$ cat src/rtl/udma_wr_timer.sv
module udma_wr_timer #(
  parameter int DW = 16
) (
  input  logic          clk,
  input  logic          rst_n,
  input  logic          start,
  input  logic          host_end,
  input  logic [27:0]   timing,
  input  logic [DW-1:0] in_data,
  input  logic          in_valid,
  output logic          in_ready,
  input  logic          dev_rdy,
  input  logic          dev_term,
  output logic          dma_ack,
  output logic          host_stop,
  output logic          wr_strobe,
  output logic [DW-1:0] bus_data
);

  typedef enum logic [2:0] {S_IDLE, S_ACK, S_WAIT, S_SETUP, S_HOLD, S_STOP, S_REL} st_t;

  st_t         st;
  logic [27:0] tm_q;
  logic [7:0]  cnt;
  logic [8:0]  pcnt;
  logic        phase_end;

  wire [3:0] f_ack = tm_q[3:0];
  wire [3:0] f_ss  = tm_q[7:4];
  wire [7:0] f_rp  = tm_q[15:8];
  wire [7:0] f_dvs = tm_q[23:16];
  wire [3:0] f_dvh = tm_q[27:24];
  wire [8:0] p_lim = {1'b0, f_rp} + 9'd1;

  always_comb begin
    case (st)
      S_ACK, S_REL: phase_end = (cnt == {4'd0, f_ack});
      S_SETUP:      phase_end = (cnt == f_dvs);
      S_HOLD:       phase_end = (cnt == {4'd0, f_dvh});
      S_STOP:       phase_end = (cnt == {4'd0, f_ss});
      default:      phase_end = 1'b0;
    endcase
  end

  wire pick    = (st == S_WAIT) || (st == S_HOLD && phase_end);
  wire end_go  = pick && host_end;
  wire term_go = (st == S_WAIT) && !dev_rdy && dev_term && (pcnt == p_lim);
  wire take    = in_ready && in_valid;

  assign in_ready  = pick && dev_rdy && !host_end;
  assign dma_ack   = (st != S_IDLE);
  assign host_stop = (st == S_STOP) || (st == S_REL);

  always_ff @(posedge clk or negedge rst_n) begin
    if (!rst_n) begin
      st        <= S_IDLE;
      tm_q      <= '0;
      cnt       <= '0;
      pcnt      <= '0;
      wr_strobe <= 1'b0;
      bus_data  <= '0;
    end else begin
      cnt <= cnt + 8'd1;
      if (st == S_WAIT && !dev_rdy) begin
        if (pcnt != p_lim) pcnt <= pcnt + 9'd1;
      end else begin
        pcnt <= '0;
      end
      case (st)
        S_IDLE: begin
          cnt <= '0;
          if (start) begin
            tm_q <= timing;
            st   <= S_ACK;
          end
        end
        S_ACK: if (phase_end) begin
          cnt <= '0;
          st  <= S_WAIT;
        end
        S_WAIT: begin
          cnt <= '0;
          if (end_go || term_go) begin
            wr_strobe <= 1'b0;
            st        <= S_STOP;
          end else if (take) begin
            bus_data <= in_data;
            st       <= S_SETUP;
          end
        end
        S_SETUP: if (phase_end) begin
          cnt       <= '0;
          wr_strobe <= ~wr_strobe;
          st        <= S_HOLD;
        end
        S_HOLD: if (phase_end) begin
          cnt <= '0;
          if (end_go) begin
            wr_strobe <= 1'b0;
            st        <= S_STOP;
          end else if (take) begin
            bus_data <= in_data;
            st       <= S_SETUP;
          end else begin
            st <= S_WAIT;
          end
        end
        S_STOP: if (phase_end) begin
          cnt <= '0;
          st  <= S_REL;
        end
        S_REL: if (phase_end) begin
          cnt <= '0;
          st  <= S_IDLE;
        end
        default: st <= S_IDLE;
      endcase
    end
  end

endmodule

$ cat config.mk
export PLATFORM = sky130hd
export DESIGN_NAME = udma_wr_timer
export DESIGN_NICKNAME = d
export VERILOG_FILES = /design/src/rtl/udma_wr_timer.sv
export SDC_FILE = /design/constraint.sdc
export NUM_CORES = 1
export LEC_CHECK = 0
export ABC_CLOCK_PERIOD_IN_PS = 7800
export CAP_MARGIN = 25
export CORE_MARGIN = 2
export CORE_UTILIZATION = 50
export DETAILED_ROUTE_END_ITERATION = 8
export PLACE_DENSITY = 0.74
export SYNTH_ARGS = -nofsm -noshare
export SYNTH_HDL_FRONTEND = slang
export SYNTH_SLANG_ARGS = --single-unit
$ cat constraint.sdc
create_clock -name clk -period 7.8 [get_ports clk]
set_input_delay 1.95 -clock clk [delete_from_list [all_inputs] [get_ports clk]]
set_output_delay 1.95 -clock clk [all_outputs]
set_load 0.005 [all_outputs]
# Word level (Yosys, flattened, before mapping)

Index checks and enable logic that the tools add are counted.

Register bits: 65

Reductions and logical operators: 24
Bitwise operators: 1
Equality and inequality tests: 24
Muxes and demuxes: 26
Add/sub/neg operators: 3

Operators by type and width:

| cell                  | count |
|---|---|
| $mux W16              | 4 |
| $pmux W16 S2          | 1 |
| $mux W3               | 9 |
| $eq A8 B4 Y1          | 3 |
| $pmux W3 S7           | 1 |
| $mux W9               | 2 |
| $ne A2 B2 Y1 const B  | 9 |
| $pmux W8 S2           | 1 |
| $add A8 B1 Y9 const B | 1 |
| $add A9 B1 Y9 const B | 1 |
| $eq A3 B3 Y1 const B  | 3 |
| $eq A9 B9 Y1          | 1 |
| $ne A9 B9 Y1          | 1 |
| $add A8 B1 Y8 const B | 1 |
| $eq A8 B8 Y1          | 1 |
| $logic_and A1 B1 Y1   | 8 |
| $mux W8               | 1 |
| $reduce_and A7 Y1     | 1 |
| $eq A3 B2 Y1 const B  | 2 |
| $reduce_bool A3 Y1    | 2 |
| $mux W1               | 5 |
| $reduce_and A5 Y1     | 1 |
| $reduce_or A5 Y1      | 1 |
| $ne A2 B1 Y1 const B  | 2 |
| other kinds (12)      | 16 |

# Longest topological paths before layout

Gate-level depths: netlist (run 1).

Depth after elaboration: 12
Depth in mapped cells: 10
Mapped depth without buffers: 8

# Worst setup path after synthesis (run 1)

OpenSTA, ideal clock, no wires.

Path kind: input port to output port
From: input host_end
To: output in_ready
Path slack: 3.473 ns
Cell stages on the path: 2
Path buffers: 0
Data required time: 5.850 ns
Data arrival time: 2.377 ns
Cell sequence: nor2_1 > and3_1

Word-level cells in the longest chain between the ends: 2

Ends and longest elaborated chain:

| element             | RTL line | text |
|---|---|---|
| start: declaration  | 7        | `input logic host_end,` |
| $logic_not A1 Y1    | 50       | `assign in_ready = pick && dev_rdy && !host_end;` |
| $logic_and A1 B1 Y1 | 50       |  |
| end: declaration    | 11       | `output logic in_ready,` |

No other way between the ends.

# Worst setup path after layout (run 1)

Ends and elaborated chain as after synthesis.

==> flow_metrics.py, run 1 <==
metrics = {
    "clock_network": {
        "cts-htree-levels": 3,
        "cts_hold_buf": 0,
        "tritoncts": "done",
        "clock_path_buffers": 2,
        "cts_setup_buffers": 0,
        "clkTransAtPathRegs_ns": 0.07,
        "clock-sinks": 65,
        "clock_latency_ns": 0.34,
        "numCtsBuffers": 9,
        "root_buffer": "clkbuf_8",
        "cts_resized": 0,
    },
    "sta": {
        "slew_headroom": 0.449,
        "period_share": 0.694,
        "setup_tns_ns": 0,
        "final.min_clock_period_ns": 5.41,
        "timing.fmax_mhz": 185,
        "setup_violations": 0,
        "slew_viol_final": 0,
        "skew_ns": 0.00668,
        "worst_slew_pin_slew_ns": 0.826,
        "hold_viol_final": 0,
        "rsz0062_at_grt": "false",
    },
    "cells_and_area": {
        "multi_input_area_sq_um": 1860,
        "regArea_sq_um": 1630,
        "nFillCells": 557,
        "fin_nets": 447,
        "finish.utilization": 0.663,
        "diodes": 0,
        "syn2layout_area_growth_pct": 26.4,
        "fin_cells": 494,
        "layout-drive-gt1-share": 0.183,
    },
    "synth": {
        "synth_nets": 376,
        "syn_inst": 322,
        "synth_top_area_cell": "dfrtp_1",
        "synth_seq_cells": 65,
        "synthDistinctLibCells": 60,
        "yosys_warnings": 0,
        "synth_top_area_share": 0.452,
        "ys.flop_type": "dfrtp_1",
        "ys_seq_area_frac": 0.452,
        "async_flop_share": 1.00,
        "netlist_area_sq_um": 3600,
        "synth-edff-count": 0,
        "synth_area_leaders": "dfrtp_1 45%, mux2_2 10%, mux2_4 4.2%",
        "synth.avg_cell_area_sq_um": 11.2,
    },
    "floorplan": {
        "dieArea_sq_um": 7900,
        "num_rows": 30,
        "die_height_um": 88.9,
        "io_pins": 71,
        "die_w_um": 88.9,
        "initial_core_util": 0.524,
        "core_area_sq_um": 6870,
    },
    "routing": {
        "drc": 0,
        "avgRoutedWirePerCell_um": 16.5,
        "drtIter0Drc": 177,
        "dr.pass1.iters": 4,
        "vias": 2812,
        "vias_per_cell": 5.69,
        "ant_nets": 0,
        "routed_wl_um": 8160,
    },
    "setup_path": {
        "critPathBufInv": 2,
        "crit_fanout": 5,
        "cp-startpoint": "host_end",
        "cp-start-kind": "input port",
        "slowest_stage": "clkdlybuf4s50_1",
        "path_cells": "clkdlybuf4s50_1, nor2_1, and3_1, clkdlybuf4s50_1",
        "worstPathArrival_ns": 3.46,
        "crit_path_end_kind": "primary output",
        "crit_top_cell": "clkdlybuf4s50_1",
        "crit_family": "buffers and inverters",
        "worst-setup-path-type": "input port to primary output",
        "max_stage_delay_ns": 0.50,
        "cp.required_ns": 5.85,
        "rr_startpoint": "st[1]",
    },
    "placement": {
        "dp_hpwl_um": 5810,
        "place_congestion": 0.850,
        "place_inst": 478,
        "io_buffers": 70,
    },
    "worst_hold_path": {
        "hp-start": "bus_data[5]",
        "hold_class": "register to register",
    },
    "power_and_ir_drop": {
        "p_per_area_nw_per_um2": 360,
        "p_leak_uw": 0.00190,
        "peakVddDrop_mv": 0.198,
    },
    "global_route": {
        "grt_remaining_overflow": 0,
        "grt_max_degree": 66,
        "grt_pass1_wl_um": 13400,
        "grt.total_usage": 0.221,
        "grt_pass1_vias": 2827,
        "antenna_found_initial": 0,
    },
    "job": {
        "max-cap-violations": 0,
    },
    "outcome": {
        "status": "complete, no violations",
    },
}
## through the flow
stage	hold WS [ns]	setup slack (ns)	area, sq um	power [uW]
finish	0.510	2.39	4550	1640
global placement	0.488	2.44	4360	1330
CTS	0.515	2.39	4550	1650
detailed placement	0.490	2.40	4360	1350
floorplan	0.473	3.47	3600	1110
global route	0.530	2.31	4550	1750
## Yosys cell counts, types with 2 or more instances
cell type / n
dfrtp_1: 65
mux2_2: 33
nor2_1: 19
nand2_1: 16
xnor2_1: 16
nand3_1: 12
inv_1: 11
xor2_1: 11
a21oi_1: 10
and3_1: 10
mux2_4: 10
and2_1: 8
nand4_1: 8
o21ai_0: 8
nor3_1: 5
o211ai_1: 4
or3_1: 4
a211o_1: 3
a2bb2oi_1: 3
buf_2: 3
buf_4: 3
clkbuf_1: 3
ha_1: 3
mux2i_1: 3
nand4b_1: 3
o22ai_1: 3
a31o_2: 2
a31oi_1: 2
and3b_1: 2
buf_6: 2
mux2_1: 2
nand2b_2: 2
nand3b_1: 2
nand4_2: 2
nor3b_1: 2
nor4_1: 2
or4_1: 2
## worst register-to-register path, cell delays in order (launching register included)
cell	delay, ns
dfrtp_1	0.81
and2b_1	0.32
a32o_1	0.27
or3_1	0.39
nand4_2	0.19
a2bb2oi_1	0.68
a211o_1	0.27
mux2i_1	0.20
## registers in the layout, summed over array words and instances (netlist names)
| register | flops |
|---|---|
| tm_q | 28 |
| bus_data | 16 |
| pcnt | 9 |
| cnt | 8 |
| st | 3 |
| wr_strobe | 1 |
## layer usage
layer | part of all wire | track usage | vias to the layer above
met5 | 0 | 0 | -
met4 | 0.012 | 0.0620 | 0
met3 | 0.081 | 0.0812 | 13
met2 | 0.44 | 0.335 | 98
met1 | 0.46 | 0.301 | 1372
li1 | - | - | 1329
## cells in the final DEF, fill, tap and decap left out, types with 3 or more instances in the layout
cell	n
clkdlybuf4s50_1	69
dfrtp_1	65
mux2_2	33
nor2_1	19
nand2_1	16
xnor2_1	16
nand3_1	12
xor2_1	11
inv_1	11
a21oi_1	10
and3_1	10
mux2_4	10
clkbuf_8	9
and2_1	8
nand4_1	8
o21ai_0	8
nor3_1	5
or3_1	4
o211ai_1	4
o22ai_1	3
mux2i_1	3
nand4b_1	3
a211o_1	3
a2bb2oi_1	3
ha_1	3
clkinv_4	3
## where the power goes
group,total (uW),switching (uW),internal (uW)
clock,283,134,149
sequential,630,159,471
combinational,725,319,406
total,1640,613,1030
## final timing paths
path                       cells after the start          end  slack (ns)
max in group asynchronous                      2      tm_q[2]        5.47
min                                            1  bus_data[5]        0.51
max reg2reg                                    7        st[0]        4.59
min reg2reg                                    1  bus_data[5]        0.51
min in group asynchronous                      2  bus_data[2]        1.79
max                                            4     in_ready        2.39
## kinds of logic after synthesis
| family | synth area share |
|---|---|
| multiplexers | 0.159 |
| adder cells (fa/ha/maj) | 0.0104 |
| XOR/XNOR | 0.0657 |
| flip-flops | 0.452 |
| buffers and inverters | 0.0323 |
| AO/OA/AOI/OAI | 0.110 |
| AND/OR/NAND/NOR | 0.170 |
## area by class of cell
type                            count  area share
Clock buffer                       10      0.0280
Clock inverter                      6      0.0151
Inverter                           11     0.00907
Multi-Input combinational cell    234       0.408
Sequential cell                    65       0.357
Tap cell                           96      0.0264
Timing Repair Buffer               72       0.156
Note: power is estimated with default switching activity, not from simulation.
==> run 2: changes to the inputs <==
--- a/config.mk
+++ b/config.mk
@@ -5,7 +5,7 @@
 export SDC_FILE = /design/constraint.sdc
 export NUM_CORES = 1
 export LEC_CHECK = 0
-export ABC_CLOCK_PERIOD_IN_PS = 7800
+export ABC_CLOCK_PERIOD_IN_PS = 5000
 export CAP_MARGIN = 25
 export CORE_MARGIN = 2
 export CORE_UTILIZATION = 50
==> constraint.sdc (replaced) <==
create_clock -name clk -period 5 [get_ports clk]
set_input_delay 1.25 -clock clk [delete_from_list [all_inputs] [get_ports clk]]
set_output_delay 1.25 -clock clk [all_outputs]
set_load 0.005 [all_outputs]
==> run 2 against run 1 <==
Against the previous run:
- design area is 0.49% higher
- sequential share of layout area is 0.18 points lower
- register-to-register slack got worse by 2.8 ns
- clock power increased by 75%
- sequential power up 56%
- critical endpoint unchanged
- worst setup slack lost 1.9 ns
- critical path type is now register to primary output
==> flow_metrics.py, run 2 (synthesis gave the netlist of run 1 again) <==
metrics = {
    "floorplan": {
        "io_pins": 71,
        "die_w_um": 88.9,
        "core_area_sq_um": 6870,
        "num_rows": 30,
        "dieArea_sq_um": 7900,
        "initial_core_util": 0.524,
        "die_height_um": 88.9,
    },
    "placement": {
        "place_ws_ns": 0.864,
        "io_buffers": 70,
        "dp_hpwl_um": 5920,
        "place_congestion": 0.839,
    },
    "clock_network": {
        "cts_resized": 0,
        "clock_path_buffers": 2,
        "numCtsBuffers": 9,
        "tritoncts": "done",
        "clkTransAtPathRegs_ns": 0.08,
        "cts_setup_buffers": 0,
        "cts_hold_buf": 0,
        "cts-htree-levels": 3,
        "root_buffer": "clkbuf_8",
        "clock-sinks": 65,
        "clock_latency_ns": 0.34,
    },
    "sta": {
        "setup_tns_ns": 0,
        "setup_violations": 0,
        "final.min_clock_period_ns": 4.53,
        "rsz0062_at_grt": "false",
        "worst_slew_pin_slew_ns": 0.816,
        "timing.fmax_mhz": 221,
        "layout_setup_ws_ns": 0.470,
        "skew_ns": 0.0125,
        "hold_viol_final": 0,
        "slew_viol_final": 0,
        "slew_headroom": 0.454,
        "period_share": 0.906,
    },
    "setup_path": {
        "crit_path_end_kind": "primary output",
        "cp.required_ns": 3.75,
        "crit_fanout": 23,
        "worst-setup-path-type": "register to primary output",
        "worstPathArrival_ns": 3.28,
        "rr_worst_depth": 7,
        "r2r_slack_ns": 1.80,
        "cp-start-kind": "register",
    },
    "routing": {
        "vias_per_cell": 5.61,
        "ant_nets": 0,
        "vias": 2772,
        "dr.pass1.iters": 4,
        "drc": 0,
        "avgRoutedWirePerCell_um": 16.5,
        "routed_wl_um": 8150,
        "drtIter0Drc": 197,
    },
    "cells_and_area": {
        "largest_reg_flops": 28,
        "finish.utilization": 0.666,
        "diodes": 0,
        "syn2layout_area_growth_pct": 27.1,
        "final_cell_mix": "69 x clkdlybuf4s50_1, 65 x dfrtp_1, 33 x mux2_2, 19 x nor2_1",
        "regMostFlops": "tm_q",
        "layout-drive-gt1-share": 0.183,
        "layout_commonest_cell": "clkdlybuf4s50_1",
        "fin_nets": 447,
        "top_regs": "tm_q: 28 flops, bus_data: 16 flops, pcnt: 9 flops",
    },
    "power_and_ir_drop": {
        "p_per_area_nw_per_um2": 568,
        "peakVddDrop_mv": 0.304,
        "power.total_uw": 2600,
        "p_leak_uw": 0.00191,
    },
    "global_route": {
        "grt_pass1_wl_um": 13800,
        "grt.total_usage": 0.230,
        "grt_pass1_vias": 2881,
        "antenna_found_initial": 0,
        "grt_remaining_overflow": 0,
        "grt_max_degree": 38,
    },
    "worst_hold_path": {
        "min_path_cells": 1,
        "hold_class": "register to register",
    },
    "job": {
        "max-cap-violations": 0,
    },
    "outcome": {
        "status": "complete, no violations",
    },
}
-- run 2: cell count changes in the layout (fill, tap and decap cells not counted), sizes merged --
cell      previous run  this run
clkinv               4         3
inv                 11        12
bufinv               1         2
clkinvlp             1         0
-- run 2: power by group --
part	leakage [uW]	switching, uW	internal [uW]
Combinational	0.000980	491	633
Sequential	0.000822	246	735
Clock	0.000111	213	284
Total	0.00191	950	1650
-- run 2: per-stage QoR --
stage               instances  hold WS, ns  cell area (sq um)
finish                    494        0.507               4580
global route              494        0.530               4580
CTS                       494        0.512               4580
detailed placement        478        0.491               4360
global placement          478        0.487               4360
floorplan                 322        0.473               3600
-- run 2: final cells by class --
| class | instances | area [sq um] |
|---|---|---|
| fillers | 544 | 2290 |
| well taps | 96 | 120 |
| clock inverters | 6 | 91.3 |
| flip-flops and latches | 65 | 1630 |
| inverters | 11 | 41.3 |
| clock buffers | 10 | 128 |
| multi-input cells | 234 | 1860 |
| repair buffers | 72 | 711 |
-- run 2: final timing paths --
| check | start | endpoint |
|---|---|---|
| hold / removal | bus_data[0] | bus_data[0] |
| setup / recovery | st[0] | in_ready |
| hold reg to reg | bus_data[0] | bus_data[0] |
| max in group asynchronous | rst_n | tm_q[26] |
| min in group asynchronous | rst_n | bus_data[2] |
| setup reg to reg | st[0] | bus_data[8] |
-- run 2: worst max-delay path, cell delays in order (launching register included) --
cell	delay, ns
dfrtp_1	0.84
mux2_1	0.39
o22ai_1	0.15
mux2i_1	0.24
nand4_2	0.28
o31ai_4	0.35
and3_1	0.19
clkdlybuf4s50_1	0.49
-- run 2: per-layer routing --
metal,share of wire,vias to the layer above,GRT usage
met4,0.0093,0,0.0730
met2,0.45,94,0.350
met5,0,-,0
met3,0.078,8,0.0681
met1,0.46,1348,0.316
li1,-,1322,-
==> run 3: changes to the inputs <==
--- a/config.mk
+++ b/config.mk
@@ -7,10 +7,12 @@
 export LEC_CHECK = 0
 export ABC_CLOCK_PERIOD_IN_PS = 5000
 export CAP_MARGIN = 25
+export CORE_ASPECT_RATIO = 1.4
 export CORE_MARGIN = 2
 export CORE_UTILIZATION = 50
 export DETAILED_ROUTE_END_ITERATION = 8
 export PLACE_DENSITY = 0.74
+export SETUP_SLACK_MARGIN = 0.05
 export SYNTH_ARGS = -nofsm -noshare
 export SYNTH_HDL_FRONTEND = slang
 export SYNTH_SLANG_ARGS = --single-unit
==> run 3 against run 2 <==
Against the previous run:
- power fell by 4.4%
- die area rose by 0.12%
- register-to-register slack better by 0.10 ns
- design area down 1.0%
- critical path depth stayed put
- highest routed layer unchanged
- core utilization down 1.7 points
==> flow_metrics.py, run 3 (synthesis gave the netlist of run 1 again) <==
metrics = {
    "cells_and_area": {
        "postLayoutCellArea_sq_um": 4530,
        "final_cell_mix": "69 x clkdlybuf4s50_1, 65 x dfrtp_1, 33 x mux2_2, 19 x nor2_1",
        "top_regs": "tm_q: 28 flops, bus_data: 16 flops, pcnt: 9 flops",
        "layout-drive-gt1-share": 0.181,
        "layout_commonest_cell": "clkdlybuf4s50_1",
        "fin_cells": 493,
        "diodes": 0,
        "fin_nets": 447,
        "syn2layout_area_growth_pct": 25.8,
        "regMostFlops": "tm_q",
        "largest_reg_flops": 28,
    },
    "placement": {
        "io_buffers": 70,
        "place_congestion": 0.898,
        "place_inst": 477,
        "placed_area_sq_um": 4360,
        "place_ws_ns": 0.895,
        "dp_hpwl_um": 6050,
    },
    "sta": {
        "hold_viol_final": 0,
        "skew_ns": 0.00805,
        "slew_headroom": 0.513,
        "timing.fmax_mhz": 223,
        "slew_viol_final": 0,
        "rsz0062_at_grt": "false",
        "worst_slew_pin_slew_ns": 0.727,
        "period_share": 0.897,
        "setup_violations": 0,
        "final.min_clock_period_ns": 4.49,
        "layout_setup_ws_ns": 0.513,
        "setup_tns_ns": 0,
    },
    "clock_network": {
        "clock_path_buffers": 2,
        "cts_resized": 0,
        "cts_setup_buffers": 0,
        "numCtsBuffers": 9,
        "clock_latency_ns": 0.35,
        "clkTransAtPathRegs_ns": 0.07,
        "root_buffer": "clkbuf_8",
        "clock-sinks": 65,
        "tritoncts": "done",
        "cts-htree-levels": 3,
        "cts_hold_buf": 0,
    },
    "floorplan": {
        "die_w_um": 75.7,
        "dieArea_sq_um": 7910,
        "io_pins": 71,
        "num_rows": 36,
        "initial_core_util": 0.516,
        "die_height_um": 104,
        "core_area_sq_um": 6980,
    },
    "global_route": {
        "grt_remaining_overflow": 0,
        "grt.total_usage": 0.222,
        "grt_max_degree": 35,
        "grt_pass1_vias": 2873,
        "grt_pass1_wl_um": 13200,
        "antenna_found_initial": 0,
    },
    "routing": {
        "vias_per_cell": 5.65,
        "avgRoutedWirePerCell_um": 16.3,
        "wl_met1_um": 3200,
        "drc": 0,
        "wl_met3_um": 321,
        "drtIter0Drc": 106,
        "routed.top_layer": "met4",
        "ant_nets": 0,
        "wl_met2_um": 4260,
        "vias": 2784,
        "dr.pass1.iters": 4,
        "routed_wl_um": 8030,
    },
    "setup_path": {
        "worstPathArrival_ns": 3.24,
        "crit_fanout": 23,
        "cp.required_ns": 3.75,
        "cp-start-kind": "register",
        "worst-setup-path-type": "register to primary output",
        "crit_path_end_kind": "primary output",
    },
    "power_and_ir_drop": {
        "p_leak_uw": 0.00188,
        "p_per_area_nw_per_um2": 549,
        "power.total_uw": 2490,
        "peakVddDrop_mv": 0.314,
    },
    "outcome": {
        "status": "complete, no violations",
    },
    "job": {
        "max-cap-violations": 0,
    },
    "worst_hold_path": {
        "hold_class": "register to register",
    },
}
==> run 3: cell types whose count changed in the layout (fill, tap and decap cells not counted), sizes merged <==
cell      before  now
bufinv         2    0
clkbuf        10   12
clkinv         3    2
clkinvlp       0    2
inv           12   11
==> run 3: power breakdown <==
part	total [uW]	leakage [uW]	internal (uW)	switching, uW
Clock	395	0.0000826	193	201
Sequential	983	0.000822	735	248
Combinational	1110	0.000980	633	476
Total	2490	0.00188	1560	925
==> run 3: area by class of cell <==
type | count | area, sq um
clock buffers | 12 | 145
clock inverters | 4 | 28.8
fillers | 550 | 2450
inverters | 11 | 41.3
multi-input cells | 234 | 1860
flip-flops and latches | 65 | 1630
well taps | 95 | 119
repair buffers | 72 | 711
==> run 3: layer usage <==
layer  GRT usage  vias up
met2       0.373       71
met3      0.0523       22
li1            -     1324
met4       0.109        0
met1       0.254     1367
met5           0        -
==> run 3: critical path: stages (launching register included) <==
cell	delay, ns
dfrtp_1	0.79
mux2_1	0.39
o22ai_1	0.14
mux2i_1	0.24
nand4_2	0.26
o31ai_4	0.34
and3_1	0.21
clkdlybuf4s50_1	0.51
==> run 3: worst paths after layout <==
kind,start,end,slack [ns],cells after the start
setup / recovery,st[0],in_ready,0.51,7
hold / removal,bus_data[1],bus_data[1],0.51,1
setup reg to reg,st[1],st[0],1.90,7
hold reg to reg,bus_data[1],bus_data[1],0.51,1
max in group asynchronous,rst_n,cnt[6],3.14,2
min in group asynchronous,rst_n,bus_data[1],0.94,1
==> run 3: metrics by stage <==
step                      hold slack [ns]  utilization
final                               0.510        0.649
after global routing                0.525        0.649
after CTS                           0.508        0.649
after detailed placement            0.492        0.624
after global placement              0.486        0.624
after floorplan                     0.473            -
